<file path="config.mk">
export PLATFORM = sky130hd
export DESIGN_NAME = irq_csr_bank
export DESIGN_NICKNAME = d
export VERILOG_FILES = /design/src/rtl/irq_csr_pkg.sv /design/src/rtl/irq_rst_sync.sv /design/src/rtl/irq_csr_decode.sv /design/src/rtl/irq_sticky_bits.sv /design/src/rtl/irq_pin_reg.sv /design/src/rtl/irq_csr_bank.sv
export SDC_FILE = /design/constraint.sdc
export NUM_CORES = 1
export LEC_CHECK = 0
export CAP_MARGIN = 25
export CORE_UTILIZATION = 30
export DETAILED_ROUTE_END_ITERATION = 10
export PLACE_DENSITY = 0.65
export SETUP_SLACK_MARGIN = 0.5
export SLEW_MARGIN = 10
export SYNTH_ARGS = -nofsm -noshare
export SYNTH_HDL_FRONTEND = slang
export SYNTH_SLANG_ARGS = --single-unit
</file>
<file path="constraint.sdc">
create_clock -name clk_i -period 1.3 [get_ports clk_i]
set_clock_uncertainty 0.1 [all_clocks]
set_input_delay 0.13 -clock clk_i [delete_from_list [all_inputs] [get_ports clk_i]]
set_output_delay 0.13 -clock clk_i [all_outputs]
set_load 0.01 [all_outputs]
</file>
<file path="src/rtl/irq_csr_pkg.sv">
`timescale 1ns/1ps
package irq_csr_pkg;
  localparam int unsigned OFS_PEND   = 32'h0;
  localparam int unsigned OFS_MASK   = 32'h4;
  localparam int unsigned OFS_INJECT = 32'h8;

  typedef enum logic [1:0] {
    SEL_NONE,
    SEL_PEND,
    SEL_MASK,
    SEL_INJECT
  } csr_sel_e;
endpackage

</file>
<file path="src/rtl/irq_rst_sync.sv">
`timescale 1ns/1ps
module irq_rst_sync (
  input  logic clk_i,
  input  logic rst_ni,
  output logic rst_no
);
  logic [1:0] sync_q;

  always_ff @(posedge clk_i or negedge rst_ni) begin
    if (!rst_ni) sync_q <= 2'b00;
    else         sync_q <= {sync_q[0], 1'b1};
  end

  assign rst_no = sync_q[1];
endmodule

</file>
<file path="src/rtl/irq_csr_decode.sv">
`timescale 1ns/1ps
module irq_csr_decode
  import irq_csr_pkg::*;
#(
  parameter int unsigned ADDR_W = 8
) (
  input  logic [ADDR_W-1:0] addr_i,
  output csr_sel_e          sel_o
);
  always_comb begin
    if (addr_i == ADDR_W'(OFS_PEND))        sel_o = SEL_PEND;
    else if (addr_i == ADDR_W'(OFS_MASK))   sel_o = SEL_MASK;
    else if (addr_i == ADDR_W'(OFS_INJECT)) sel_o = SEL_INJECT;
    else                                    sel_o = SEL_NONE;
  end
endmodule

</file>
<file path="src/rtl/irq_sticky_bits.sv">
`timescale 1ns/1ps
module irq_sticky_bits #(
  parameter int unsigned NUM_IRQ = 8
) (
  input  logic               clk_i,
  input  logic               rst_ni,
  input  logic [NUM_IRQ-1:0] set_i,
  input  logic [NUM_IRQ-1:0] clr_i,
  output logic [NUM_IRQ-1:0] state_o
);
  for (genvar g = 0; g < NUM_IRQ; g++) begin : g_bit
    logic bit_q, bit_d, bit_en;

    // set has priority over clear
    always_comb begin
      bit_en = set_i[g] | clr_i[g];
      bit_d  = set_i[g];
    end

    always_ff @(posedge clk_i or negedge rst_ni) begin
      if (!rst_ni)     bit_q <= 1'b0;
      else if (bit_en) bit_q <= bit_d;
    end

    assign state_o[g] = bit_q;
  end
endmodule

</file>
<file path="src/rtl/irq_pin_reg.sv">
`timescale 1ns/1ps
module irq_pin_reg #(
  parameter int unsigned NUM_IRQ = 8
) (
  input  logic               clk_i,
  input  logic               rst_ni,
  input  logic               rst_sync_ni,
  input  logic [NUM_IRQ-1:0] state_i,
  input  logic [NUM_IRQ-1:0] mask_i,
  output logic [NUM_IRQ-1:0] irq_o
);
  logic [NUM_IRQ-1:0] pin_d, pin_q;

  always_comb begin
    pin_d = rst_sync_ni ? (state_i & mask_i) : '0;
  end

  always_ff @(posedge clk_i or negedge rst_ni) begin
    if (!rst_ni) pin_q <= '0;
    else         pin_q <= pin_d;
  end

  assign irq_o = pin_q;
endmodule

</file>
<file path="src/rtl/irq_csr_bank.sv">
`timescale 1ns/1ps
module irq_csr_bank
  import irq_csr_pkg::*;
#(
  parameter int unsigned NUM_IRQ = 8,
  parameter int unsigned DATA_W  = 32,
  parameter int unsigned ADDR_W  = 8
) (
  input  logic               clk_i,
  input  logic               rst_ni,
  input  logic [NUM_IRQ-1:0] evt_i,
  input  logic               bus_en_i,
  input  logic               bus_we_i,
  input  logic [ADDR_W-1:0]  bus_addr_i,
  input  logic [DATA_W-1:0]  bus_wdata_i,
  output logic [DATA_W-1:0]  bus_rdata_o,
  output logic               bus_err_o,
  output logic [NUM_IRQ-1:0] irq_o
);
  logic rst_sync_n;
  csr_sel_e sel;
  logic wr_pend, wr_mask, wr_inject, rd_en;
  logic [NUM_IRQ-1:0] wbits;
  logic [NUM_IRQ-1:0] pend_q, pend_set, pend_clr;
  logic [NUM_IRQ-1:0] mask_q, mask_d;
  logic               mask_en;
  logic [DATA_W-1:0]  rdata_d, rdata_q;
  logic               err_d, err_q;

  irq_rst_sync u_rst_sync (
    .clk_i  (clk_i),
    .rst_ni (rst_ni),
    .rst_no (rst_sync_n)
  );

  irq_csr_decode #(.ADDR_W(ADDR_W)) u_decode (
    .addr_i (bus_addr_i),
    .sel_o  (sel)
  );

  always_comb begin
    wbits     = bus_wdata_i[NUM_IRQ-1:0];
    wr_pend   = bus_en_i &  bus_we_i & (sel == SEL_PEND);
    wr_mask   = bus_en_i &  bus_we_i & (sel == SEL_MASK);
    wr_inject = bus_en_i &  bus_we_i & (sel == SEL_INJECT);
    rd_en     = bus_en_i & ~bus_we_i;
    pend_set  = evt_i | (wr_inject ? wbits : '0);
    pend_clr  = wr_pend ? wbits : '0;
  end

  irq_sticky_bits #(.NUM_IRQ(NUM_IRQ)) u_pend (
    .clk_i   (clk_i),
    .rst_ni  (rst_sync_n),
    .set_i   (pend_set),
    .clr_i   (pend_clr),
    .state_o (pend_q)
  );

  // mask register
  always_comb begin
    mask_en = wr_mask;
    mask_d  = wbits;
  end

  always_ff @(posedge clk_i or negedge rst_sync_n) begin
    if (!rst_sync_n)  mask_q <= '0;
    else if (mask_en) mask_q <= mask_d;
  end

  irq_pin_reg #(.NUM_IRQ(NUM_IRQ)) u_pins (
    .clk_i       (clk_i),
    .rst_ni      (rst_ni),
    .rst_sync_ni (rst_sync_n),
    .state_i     (pend_q),
    .mask_i      (mask_q),
    .irq_o       (irq_o)
  );

  // response path
  always_comb begin
    rdata_d = '0;
    if (rd_en) begin
      case (sel)
        SEL_PEND: rdata_d = DATA_W'(pend_q);
        SEL_MASK: rdata_d = DATA_W'(mask_q);
        default:  rdata_d = '0;
      endcase
    end
    err_d = bus_en_i & (sel == SEL_NONE);
  end

  always_ff @(posedge clk_i or negedge rst_sync_n) begin
    if (!rst_sync_n) begin
      rdata_q <= '0;
      err_q   <= 1'b0;
    end else begin
      rdata_q <= rdata_d;
      err_q   <= err_d;
    end
  end

  assign bus_rdata_o = rdata_q;
  assign bus_err_o   = err_q;
endmodule

</file>
==> impl_metrics.env <==
export IMPL_ys_seq_area_share_pct=52.0
export IMPL_r2r_end="u_pins.irq_o[0]"
export IMPL_status="finished, final reports clean"
export IMPL_grt_ovfl_total=0
export IMPL_cpPeakStageDelay_ns=0.35
export IMPL_criticalPathCategory="in2reg"
export IMPL_ios=93
export IMPL_required_ns=1.37
export IMPL_drc=0
export IMPL_gp_congestion=0.693
export IMPL_synthArstFlopShare_pct=100
export IMPL_cts_max_path_buffers=2
export IMPL_ir_drop_mv=0.360
export IMPL_wirelength_um=3980
export IMPL_cts_buffers=5
export IMPL_worst_r2r_cell_count=2
export IMPL_cts_reportedPaths_clkPinSlew_ns=0.07
export IMPL_grt_pass1_wl_um=6300
export IMPL_htree_levels=2
export IMPL_hold_viol_final=0
export IMPL_dr_total_vias=1250
export IMPL_worstPathArrival_ns=1.17
export IMPL_cts_tree="done"
export IMPL_dr_pass1_iters=4
export IMPL_r2r_setup_slack_ns=0.30
export IMPL_syn_area_per_cell_um2=11.3
export IMPL_cts_root_buffer_cell="clkbuf_8"
export IMPL_crit_end="mask_q[2]"
export IMPL_regToRegStartpoint="u_rst_sync.sync_q[1]"
export IMPL_yosysWarnings=0
export IMPL_start_kind="primary input"
export IMPL_wire_per_inst_um=13.6
export IMPL_layout_common_cells="dfrtp_1, conb_1, buf_4"
export IMPL_max_freq_mhz=910
export IMPL_busiest_layer="met2"
export IMPL_slew_violations=0
export IMPL_holdWs_ns=0.0386
export IMPL_crit_chain="buf_6, nor4_4, nand4_4, mux2_4"
export IMPL_crit_fanout=8
export IMPL_rsz0062_at_grt="true"
export IMPL_syn_area_um2=1680
export IMPL_grt_usage_pct=14.2
export IMPL_via_per_inst=4.28
export IMPL_leakagePower_nw=1.28
export IMPL_finalSetupViolations=0
export IMPL_io_buffer_count=44
export IMPL_n_antenna_cell=0
export IMPL_die_h_um=76.9
export IMPL_grt_start_max_net_pins=13
export IMPL_core_um2=5240
export IMPL_die_x_um=76.9
export IMPL_layout_commonest_cell="dfrtp_1"
export IMPL_area_growth_pct=44.8
export IMPL_slowest_stage="mux2_4"
export IMPL_startpoint="bus_addr_i[4]"
export IMPL_fin_crit_ns=1.10
export IMPL_global_route_usage_met3_pct=4.40
export IMPL_synth_cell_types=21
export IMPL_dpl_cell_count=266
export IMPL_hold_class="in2async"
export IMPL_fillers=517
export IMPL_maxCapViolations=0
export IMPL_ys_flop_type="dfrtp_1"
export IMPL_gr_usage_met1_pct=17.6
export IMPL_fin_cells=292
export IMPL_ant_nets=0
export IMPL_post_route_period_util_pct=84.5
export IMPL_fin_tns_setup_ns=0
export IMPL_hpwlAfterDp_um=2560
export IMPL_fin_nets=273
export IMPL_cts_hold_buf=0
export IMPL_synth_edf_count=0
export IMPL_drive_gt1_share_pct=35.6
export IMPL_fp_row_count=26
export IMPL_synth_seq_cells=35
export IMPL_antenna_found_initial=0
export IMPL_drt_first_iter_violations=75
export IMPL_p_per_area_nw_per_um2=1010
export IMPL_grt_pass1_vias=1227
export IMPL_clkLatencyLatePin_ns=0.29
export IMPL_die_area_um2=5910
export IMPL_worst_setup_path_end_kind="flop"
export IMPL_initial_core_util_pct=32.1
export IMPL_grtUsageMet2_pct=23.7
export IMPL_synthCells=149
export IMPL_cts_num_sinks=35
[state kept, by name (all words and copies together) (netlist names)]
name	cells
bus_rdata_o	8
mask_q	8
u_pend.g_bit.bit_q	8
u_pins.irq_o	8
u_rst_sync.sync_q	2
bus_err_o	1
[worst min-delay path by stage]
stage,end,start,cells past startpoint
floorplan,u_pins.irq_o[0],rst_ni,0
global placement,u_pend.g_bit[6].bit_q,u_rst_sync.sync_q[1],0
detailed placement,u_pend.g_bit[6].bit_q,u_rst_sync.sync_q[1],0
CTS,u_pins.irq_o[1],rst_ni,2
global route,u_pins.irq_o[1],rst_ni,2
finish,u_pins.irq_o[5],rst_ni,2
[cells in the mapped netlist (2+ instances only)]
cell / number / area share (%)
nor2_1: 25 / 5.6
clkbuf_1: 3 / 0.67
buf_4: 25 / 11
mux2i_1: 16 / 9.5
and2_1: 8 / 3.0
dfrtp_1: 35 / 52
and3_1: 8 / 3.0
conb_1: 2 / 0.45
nand4_1: 8 / 3.0
mux2_2: 8 / 5.4
[power by group]
group	internal (mW)	switching [mW]	leakage, nW
logic	0.167	0.159	0.780
clock network	0.621	0.401	0.0612
registers	1.10	0.00786	0.438
total	1.89	0.568	1.28
[routing by layer]
layer / share of wire, % / wire length, µm
met5: 0 / 0
met4: 0.53 / 21
met3: 6.8 / 272
met2: 51 / 2040
met1: 41 / 1650
[logic make-up (layout without fill, tap and decap cells)]
family,Yosys count,in the layout,share of synthesized area (%)
other cells,2,25,0.446
flops,35,35,52.0
mux,24,24,14.9
simple gates,56,56,19.3
buf+inv,31,81,13.0
compound gates,1,1,0.372
[layout make-up]
class / instances / area [µm²] / share of cell area [%]
clock buffer: 6 / 82.6 / 3.39
clock inverter: 2 / 35.0 / 1.44
inverter: 1 / 3.75 / 0.154
multi-input combinational: 106 / 736 / 30.2
sequential: 35 / 880 / 36.1
tap: 70 / 87.6 / 3.59
timing repair buffer: 72 / 613 / 25.2
[repair_timing]
action | CTS | global route
cloned | 0 | 1
pin swaps | 4 | 2
setup buffers | 4 | 13
setup endpoints to repair | 50 | 61
gates resized for setup | 99 | 16
[worst max-delay path, delay by kind of cell]
kind / cells / cell delay, ns
buf+inv: 1 / 0.09
mux: 1 / 0.35
simple gates: 2 / 0.59
[metrics by stage]
step / total power, mW / cell area, µm² / worst slack, ns / util [%]
after floorplan: 1.31 / 1790 / 0.151 / -
after global placement: 1.40 / 2170 / -0.392 / 41.5
after detailed placement: 1.41 / 2170 / -0.447 / 41.5
after CTS: 2.43 / 2260 / 0.209 / 43.1
after global routing: 2.57 / 2440 / 0.117 / 46.5
final: 2.46 / 2440 / 0.201 / 46.5
(Power assumes the default switching activity.)
